==> config.mk <==
export PLATFORM = sky130hd
export DESIGN_NAME = softstart_seq
export DESIGN_NICKNAME = d
export VERILOG_FILES = /design/src/rtl/softstart_pkg.sv /design/src/rtl/ss_phase_decode.sv /design/src/rtl/ss_tick_timer.sv /design/src/rtl/ss_rail_ramp.sv /design/src/rtl/softstart_seq.sv
export SDC_FILE = /design/constraint.sdc
export NUM_CORES = 1
export LEC_CHECK = 0
export CORE_UTILIZATION = 60
export CTS_CLUSTER_SIZE = 12
export DETAILED_ROUTE_END_ITERATION = 6
export DONT_BUFFER_PORTS = 1
export GPL_ROUTABILITY_DRIVEN = 0
export PLACE_DENSITY = 0.86
export SYNTH_ARGS = -nofsm -noshare
export SYNTH_HDL_FRONTEND = slang
export SYNTH_SLANG_ARGS = --single-unit
==> constraint.sdc <==
create_clock -name clk_i -period 2.95 [get_ports clk_i]
set_input_delay 0.59 -clock clk_i [delete_from_list [all_inputs] [get_ports clk_i]]
set_output_delay 0.59 -clock clk_i [all_outputs]
set_load 0.005 [all_outputs]
==> src/rtl/softstart_pkg.sv <==
package softstart_pkg;

  typedef enum logic [1:0] {
    ST_IDLE  = 2'd0,
    ST_DELAY = 2'd1,
    ST_RAMP  = 2'd2,
    ST_DONE  = 2'd3
  } ss_state_e;

  localparam int NUM_RAILS = 2;
  localparam int RAIL_CORE = 0;
  localparam int RAIL_AUX  = 1;

  // 100 us fixed pre-ramp delay in cycles
  function automatic int calc_delay_cyc(input longint clk_hz);
    longint c;
    c = clk_hz / 64'd10_000;
    return (c < 1) ? 1 : int'(c);
  endfunction

  // cycles per LSB at 3.25 mV/us, rounded to nearest
  function automatic int calc_step_cyc(input longint clk_hz, input longint lsb_uv);
    longint c;
    c = (clk_hz * lsb_uv + 64'd1_625_000_000) / 64'd3_250_000_000;
    return (c < 1) ? 1 : int'(c);
  endfunction

endpackage

==> src/rtl/ss_phase_decode.sv <==
module ss_phase_decode (
  input  logic       strap3_i,
  input  logic       strap4_i,
  output logic [2:0] nph_o
);
  always_comb begin
    unique case ({strap3_i, strap4_i})
      2'b01:   nph_o = 3'd3;
      2'b11:   nph_o = 3'd2;
      default: nph_o = 3'd4;
    endcase
  end
endmodule

==> src/rtl/ss_tick_timer.sv <==
module ss_tick_timer #(
  parameter int DLY_CYC = 100,
  parameter int STP_CYC = 4
) (
  input  logic clk_i,
  input  logic rst_ni,
  input  logic load_i,
  output logic dly_hit_o,
  output logic stp_hit_o
);
  localparam int MAXC = (DLY_CYC > STP_CYC) ? DLY_CYC : STP_CYC;
  localparam int CW   = $clog2(MAXC + 1);
  localparam logic [CW-1:0] DLY_LAST = CW'(DLY_CYC - 1);
  localparam logic [CW-1:0] STP_LAST = CW'(STP_CYC - 1);
  localparam logic [CW-1:0] CNT_TOP  = CW'(MAXC);

  logic [CW-1:0] cnt_q;

  always_ff @(posedge clk_i or negedge rst_ni) begin
    if (!rst_ni)             cnt_q <= '0;
    else if (load_i)         cnt_q <= '0;
    else if (cnt_q != CNT_TOP) cnt_q <= cnt_q + 1'b1;
  end

  assign dly_hit_o = (cnt_q == DLY_LAST);
  assign stp_hit_o = (cnt_q == STP_LAST);
endmodule

==> src/rtl/ss_rail_ramp.sv <==
module ss_rail_ramp #(
  parameter int CODE_W = 8
) (
  input  logic              clk_i,
  input  logic              rst_ni,
  input  logic              clr_i,
  input  logic              start_i,
  input  logic              act_i,
  input  logic [CODE_W-1:0] tgt_i,
  input  logic              step_i,
  input  logic              run_i,
  input  logic              finish_i,
  input  logic              fb_hi_i,
  output logic [CODE_W-1:0] ref_o,
  output logic              drv_en_o,
  output logic              done_o
);
  logic              act_q;
  logic [CODE_W-1:0] tgt_q;
  logic [CODE_W-1:0] ref_q;
  logic              drv_q;
  logic              at_tgt;

  assign at_tgt = (ref_q == tgt_q);

  always_ff @(posedge clk_i or negedge rst_ni) begin
    if (!rst_ni) begin
      act_q <= 1'b0;
      tgt_q <= '0;
    end else if (clr_i) begin
      act_q <= 1'b0;
      tgt_q <= '0;
    end else if (start_i) begin
      act_q <= act_i;
      tgt_q <= act_i ? tgt_i : '0;
    end
  end

  always_ff @(posedge clk_i or negedge rst_ni) begin
    if (!rst_ni)                         ref_q <= '0;
    else if (clr_i || start_i)           ref_q <= '0;
    else if (step_i && act_q && !at_tgt) ref_q <= ref_q + 1'b1;
  end

  // drivers held off while output sits above the reference; sticky once on
  always_ff @(posedge clk_i or negedge rst_ni) begin
    if (!rst_ni)                           drv_q <= 1'b0;
    else if (clr_i || start_i)             drv_q <= 1'b0;
    else if (act_q && finish_i)            drv_q <= 1'b1;
    else if (act_q && run_i && !fb_hi_i)   drv_q <= 1'b1;
  end

  assign ref_o    = ref_q;
  assign drv_en_o = drv_q;
  assign done_o   = !act_q || at_tgt;
endmodule

==> src/rtl/softstart_seq.sv <==
module softstart_seq
  import softstart_pkg::*;
#(
  parameter int CODE_W    = 8,
  parameter int CLK_HZ    = 1_000_000,
  parameter int LSB_UV    = 12_500,
  localparam int DLY_CYC  = calc_delay_cyc(longint'(CLK_HZ)),
  localparam int STP_CYC  = calc_step_cyc(longint'(CLK_HZ), longint'(LSB_UV))
) (
  input  logic              clk_i,
  input  logic              rst_ni,
  input  logic              en_i,
  input  logic              mode_sel_i,
  input  logic              strap3_i,
  input  logic              strap4_i,
  input  logic [CODE_W-1:0] core_tgt_i,
  input  logic [CODE_W-1:0] aux_tgt_i,
  input  logic              core_fb_hi_i,
  input  logic              aux_fb_hi_i,
  output logic [CODE_W-1:0] core_ref_o,
  output logic [CODE_W-1:0] aux_ref_o,
  output logic              core_drv_en_o,
  output logic              aux_drv_en_o,
  output logic [2:0]        phase_cnt_o,
  output logic              pgood_o
);
  ss_state_e state_q, state_d;
  logic en_q;
  logic start, clr, run, finish, step, all_done;
  logic dly_hit, stp_hit, tmr_load;
  logic [2:0] nph_dec, nph_q;

  logic [CODE_W-1:0] rail_tgt [NUM_RAILS];
  logic [CODE_W-1:0] rail_ref [NUM_RAILS];
  logic              rail_act [NUM_RAILS];
  logic              rail_fb  [NUM_RAILS];
  logic              rail_drv [NUM_RAILS];
  logic [NUM_RAILS-1:0] rail_done;

  assign rail_tgt[RAIL_CORE] = core_tgt_i;
  assign rail_tgt[RAIL_AUX]  = aux_tgt_i;
  assign rail_act[RAIL_CORE] = 1'b1;
  assign rail_act[RAIL_AUX]  = mode_sel_i;
  assign rail_fb[RAIL_CORE]  = core_fb_hi_i;
  assign rail_fb[RAIL_AUX]   = aux_fb_hi_i;

  assign clr      = !en_i;
  assign start    = (state_q == ST_IDLE) && en_i && !en_q;
  assign run      = (state_q == ST_DELAY) || (state_q == ST_RAMP);
  assign all_done = &rail_done;
  assign finish   = en_i && (state_q == ST_RAMP) && all_done;
  assign step     = en_i && (state_q == ST_RAMP) && stp_hit && !all_done;
  assign tmr_load = clr || start || step || ((state_q == ST_DELAY) && dly_hit);

  always_comb begin
    state_d = state_q;
    if (clr) state_d = ST_IDLE;
    else begin
      unique case (state_q)
        ST_IDLE:  if (start)    state_d = ST_DELAY;
        ST_DELAY: if (dly_hit)  state_d = ST_RAMP;
        ST_RAMP:  if (all_done) state_d = ST_DONE;
        ST_DONE:  state_d = ST_DONE;
        default:  state_d = ST_IDLE;
      endcase
    end
  end

  always_ff @(posedge clk_i or negedge rst_ni) begin
    if (!rst_ni) begin
      state_q <= ST_IDLE;
      en_q    <= 1'b0;
      nph_q   <= '0;
    end else begin
      state_q <= state_d;
      en_q    <= en_i;
      if (clr)        nph_q <= '0;
      else if (start) nph_q <= nph_dec;
    end
  end

  ss_phase_decode u_phase (
    .strap3_i (strap3_i),
    .strap4_i (strap4_i),
    .nph_o    (nph_dec)
  );

  ss_tick_timer #(
    .DLY_CYC (DLY_CYC),
    .STP_CYC (STP_CYC)
  ) u_timer (
    .clk_i     (clk_i),
    .rst_ni    (rst_ni),
    .load_i    (tmr_load),
    .dly_hit_o (dly_hit),
    .stp_hit_o (stp_hit)
  );

  for (genvar g = 0; g < NUM_RAILS; g++) begin : g_rail
    ss_rail_ramp #(
      .CODE_W (CODE_W)
    ) u_rail (
      .clk_i    (clk_i),
      .rst_ni   (rst_ni),
      .clr_i    (clr),
      .start_i  (start),
      .act_i    (rail_act[g]),
      .tgt_i    (rail_tgt[g]),
      .step_i   (step),
      .run_i    (run),
      .finish_i (finish),
      .fb_hi_i  (rail_fb[g]),
      .ref_o    (rail_ref[g]),
      .drv_en_o (rail_drv[g]),
      .done_o   (rail_done[g])
    );
  end

  assign core_ref_o    = rail_ref[RAIL_CORE];
  assign aux_ref_o     = rail_ref[RAIL_AUX];
  assign core_drv_en_o = rail_drv[RAIL_CORE];
  assign aux_drv_en_o  = rail_drv[RAIL_AUX];
  assign phase_cnt_o   = nph_q;
  assign pgood_o       = (state_q == ST_DONE);
endmodule

# Word-level counts from Yosys, hierarchy flattened
# Cells that the tools add are included.
[totals] reg_bits=49 latchBits=0 mem_bits_rw=0 mem_bits_ro=0 inputBits=24 out_inout_bits=22 elab_cells=98 memories=0
[op_classes] n_addsub=3 multipliers=0 div=0 magnitude_cmp=0 eq_ne=14 n_shift=0 mux=29 bitwise_logic=0 reduce_logical=40
[op_table] cell="8-bit two-way mux" count=9
[op_table] cell="1-bit logical AND" count=17
[op_table] cell="8-bit by 1-bit adder with 8-bit output, second input constant" count=2
[op_table] cell="8-bit equality test" count=2
[op_table] cell="7-bit two-way mux" count=2
[op_table] cell="1-bit two-way mux" count=10
[op_table] cell="1-bit zero test" count=9
[op_table] cell="2-bit two-way mux" count=4
[op_table] cell="2-bit case mux with 4 select lines" count=1
[op_table] cell="7-bit by 1-bit adder with 7-bit output, second input constant" count=1
[op_table] cell="7-bit by 2-bit equality test with 1-bit output, second input constant" count=1
[op_table] cell="7-bit equality test, second input constant" count=1
[op_table] cell="7-bit inequality test, second input constant" count=1
[op_table] cell="2-bit equality test, second input constant" count=3
[op_table] cell="1-bit logical OR" count=6
[op_table] cell="3-bit two-way mux" count=2
[op_table] cell="3-bit inequality test, second input constant" count=2
[op_table] cell="3-bit case mux with 2 select lines" count=1
[op_table] cell="2-bit nonzero test" count=3
[op_table] cell="3-bit nonzero test" count=2
[op_table] cell="2-bit by 1-bit equality test with 1-bit output, second input constant" count=2
[op_table] cell="3-bit by 2-bit inequality test with 1-bit output, second input constant" count=1
[op_table] cell="3-bit AND reduction" count=1
[op_table] cell="2-bit zero test" count=1
[op_table] cell="2 further kinds" count=2

# Longest topological paths before layout
[logic_depth] word_depth=9 mapped_depth=8 ltp_nobuf=7

# By module
# From an unflattened synthesis, not the netlist that was laid out.
[hier_totals] hier_cells=288 hier_area_um2=2773.9
[by_module_without_submodules] module="ss_rail_ramp" instances=2 cells_each=100 area_each_um2=964.7 seq_area_each_um2=450.4
[by_module_without_submodules] module="ss_tick_timer" instances=1 cells_each=45 area_each_um2=417.9 seq_area_each_um2=175.2
[by_module_without_submodules] module="softstart_seq" instances=1 cells_each=40 area_each_um2=410.4 seq_area_each_um2=150.1
[by_module_without_submodules] module="ss_phase_decode" instances=1 cells_each=3 area_each_um2=16.3 seq_area_each_um2=0.0

# Worst setup path before layout
# No wires, ideal clock.
[synth_path] path_type="register to register" start="register u_timer.cnt_q[1]" end="register g_rail[1].u_rail.ref_q[5]" setup_time_ps=78 arrival_ps=2166 required_time_ps=2872 slack_ps=705 path_stages_with_launch=7 n_path_buf=0 synth_period_minus_slack_ps=2245 cell_sequence="dfrtp_1 -> ha_1 -> or4b_4 -> nor4_4 -> o211ai_4 -> or4_1 -> a21oi_1"
[synth_via] elab_chain_cells=6
[synth_lines] item="from (decl)" line="ss_tick_timer.sv:17" text="logic [CW-1:0] cnt_q;"
[synth_lines] item="from (signal assigned)" line="ss_tick_timer.sv:22" text="else if (cnt_q != CNT_TOP) cnt_q <= cnt_q + 1'b1;"
[synth_lines] item="7-bit by 2-bit equality test with 1-bit output" line="ss_tick_timer.sv:26" text="assign stp_hit_o = (cnt_q == STP_LAST);"
[synth_lines] item="1-bit logical AND (2 in series)" line="softstart_seq.sv:52" text="assign step = en_i && (state_q == ST_RAMP) && stp_hit && !all_done;"
[synth_lines] item="1-bit logical AND (2 in series)" line="ss_rail_ramp.sv:42" text="else if (step_i && act_q && !at_tgt) ref_q <= ref_q + 1'b1;"
[synth_lines] item="2-bit nonzero test (no source line)"
[synth_lines] item="to (signal assigned)" line="ss_rail_ramp.sv:42"
[synth_lines] item="to (decl)" line="ss_rail_ramp.sv:20" text="logic [CODE_W-1:0] ref_q;"
# Every way passes these cells.
# A chain may end at the register's enable or synchronous reset.

# Final worst setup path
# Same ends and word-level chain as after synthesis.

==> reports/qor.yml <==
status:
  status: "completed"
floorplanning:
  die_h_um: 67.19
  start_util_pct: 63.29
  die-area_um2: 4515
  pin_count: 46
  die_w_um: 67.19
  rows: 23
  core_region_area_um2: 4029
drt:
  post_drt_wl_per_cell_um: 16.63
  viasPerCell: 6.274
  ant_nets: 0
  drt_iter0_drc: 157
  drc: 0
  vias: 1926
  drt-pass1-iter-count: 4
  finalWirelength_um: 5106
placement:
  post_dp_cell_area_um2: 2567
  io_buffers: 0
  placed_cells: 298
  dp.final_hpwl_um: 3639
power_and_ir_drop:
  p_leak_uw: 0.001164
  ir_drop_uv: 352.5
  power.density_nw_per_um2: 576.9
  power_uw: 1547
cells_and_area:
  layout_common_cells: "dfrtp_1 (49), nand2_1 (36), nand3_1 (19), xnor2_1 (19), nor2_1 (14)"
  nets: 289
  layout-drive-gt1-share_pct: 6.226
  layout_commonest_cell: "dfrtp_1"
  n_antenna_cell: 0
  area_growth_pct: 5.152
  final_area_um2: 2681
  final_cells: 307
sta:
  tightest_slew_ps: 741.0
  skew_ps: 12.96
  hold_slack_ps: 121.6
  setup_viol: 0
  period_needed_ps: 2625
  fin_crit_sh_pct: 88.98
  finalHoldViolCount: 0
  grt_setup_unrepaired: "false"
  fmaxAchievable_mhz: 381.0
  max-slew-margin-rel_pct: 50.42
  drv_slew: 0
  setup_tns_ps: 0
hold_path:
  hold_class: "input pin to asynchronous set/reset pin"
clock_tree:
  htreeDepth: 2
  cts_made_buffers: 5
  root_buffer: "clkbuf_8"
  cts_sinks: 49
  path_clk_slew_ps: 80
  clock_latency_ps: 310
  cts_buffer_depth: 2
  post_cts_resized: 0
  cts_tree: "built"
flow_run:
  max_cap_viol_count: 0
grt:
  overflow: 0
  grt_pass1_vias: 1837
  antenna_found_initial: 0
  grt_first_pass_wirelength_um: 8286
  grt_max_degree: 50
  gr-usage-all-layers_pct: 25.35
worst_setup_path:
  slowest_stage: "or4_1"
  path_cells: "ha_1 > or4b_4 > nor4_4 > o211ai_4 > or4_1 > a21oi_1"
  critPathRequiredTime_ps: 3170
  start_kind: "flip-flop"
  worstPathMaxFanout: 14
  critPathArrivalTime_ps: 2850
  critPathKind: "flip-flop to flip-flop"
  slowest_delay_ps: 550
  worstSetupEndpointType: "flip-flop"
synth:
  yosysSeqAreaShare_pct: 48.09
  yosys_warnings: 0
  synth_nets: 291
  ys_ff_latch: 49
  syn_area_um2: 2550
  async_flop_share_pct: 100.0
  yosysUniqueCellTypes: 38
  syn_area_per_cell_um2: 9.884
  synth-main-ff-cell: "dfrtp_1"
  synth_edf_count: 0
  synthCells: 258
[worst paths after layout]
path	start	endpoint	slack [ps]	cells past startpoint
min in group clk_i	en_i	en_q$_DFF_PN0_	320	0
min reg2reg	g_rail[1].u_rail.tgt_q[1]$_DFFE_PN0N_	g_rail[1].u_rail.tgt_q[1]$_DFFE_PN0N_	530	1
min	rst_ni	g_rail[1].u_rail.ref_o[5]$_DFFE_PN0P_	120	1
max	u_timer.cnt_q[1]$_DFFE_PN0P_	g_rail[1].u_rail.ref_o[5]$_DFFE_PN0P_	330	6
max reg2reg	u_timer.cnt_q[1]$_DFFE_PN0P_	g_rail[1].u_rail.ref_o[5]$_DFFE_PN0P_	330	6
max in group asynchronous	rst_ni	u_timer.cnt_q[6]$_DFFE_PN0P_	2610	1
[what timing repair did]
action | in CTS | in global routing
buffers inserted | 0 | 0
hold endpoints to repair | 49 | 0
hold buffers | 1 | 0
setup endpoints to repair | 0 | 0
[power by group]
group	total [uW]	switching [uW]	internal, uW
Sequential	811	71.6	739
Combinational	353	230	123
Clock	383	220	164
Total	1550	521	1030
[flip-flops by register name (all words and copies together), names as in the netlist]
name and count:
en_q 1, g_rail.u_rail.tgt_q 16, g_rail.u_rail.ref_o 16, g_rail.u_rail.drv_en_o 2
g_rail.u_rail.act_q 2, state_q 2, phase_cnt_o 3, u_timer.cnt_q 7
[cell type report]
cell class	instances	area [um^2]
flip-flops and latches	49	1226
multi-input cells	192	1252
repair buffers	1	27.53
inverters	7	26.28
clock inverters	3	17.52
clock buffers	5	68.82
well taps	50	62.56
fillers	318	1348
[layer usage]
| metal | up-vias | wire length, um | global-route usage [%] |
|---|---|---|---|
| li1 | 917 | - | - |
| met1 | 929 | 2172 | 30.19 |
| met2 | 72 | 2452 | 41.63 |
| met3 | 8 | 411 | 8.615 |
| met4 | 0 | 70 | 10.90 |
| met5 | - | 0 | 0 |
[cells in the mapped netlist, types with 2 or more instances]
cell	count	area [um^2]
nor4_1	2	12.51
nand4_1	10	62.56
o211ai_1	4	30.03
o31ai_1	3	22.52
nor3_1	8	40.04
o21ai_0	9	45.04
xor2_1	7	61.31
o2111ai_1	3	26.28
nor2_1	14	52.55
dfrtp_1	49	1226
clkbuf_1	9	33.78
a21oi_1	9	45.04
or3_1	4	25.02
and2_1	3	18.77
nand2_1	36	135.1
nand3_1	19	95.09
inv_1	7	26.28
and3_1	2	12.51
o311ai_0	2	17.52
ha_1	9	112.6
a22o_1	8	70.07
xnor2_1	19	166.4
nand4b_1	3	26.28
nand2b_1	2	12.51
mux2i_1	3	30.03
or4_1	2	15.01
[critical path, delay by kind of cell (launching register included)]
kind,cells,cell delay [ps]
and+or+nand+nor,3,1500
AOI/OAI and AO/OA,2,410
DFF,1,410
adders and majority gates,1,230
[kinds of logic (layout without fill, tap and decap cells)]
kind of cell    Yosys count  count (layout)  share of synthesized area (%)
simple gates            111             111                          22.42
fa+ha+maj                 9               9                          4.416
mux                       3               3                          1.178
flops                    49              49                          48.09
xor+xnor                 26              26                          8.930
buf+inv                  17              16                          2.797
compound gates           43              43                          12.17
[per-stage QoR]
| stage | worst slack [ps] | util [%] |
|---|---|---|
| 3_3_place_gp | 462.3 | 63.73 |
| 2_1_floorplan | 705.5 | - |
| 6_report | 325.2 | 66.55 |
| 3_5_place_dp | 382.1 | 63.73 |
| 5_1_grt | 159.2 | 66.55 |
| 4_1_cts | 359.3 | 66.55 |
(Power assumes the default switching activity.)
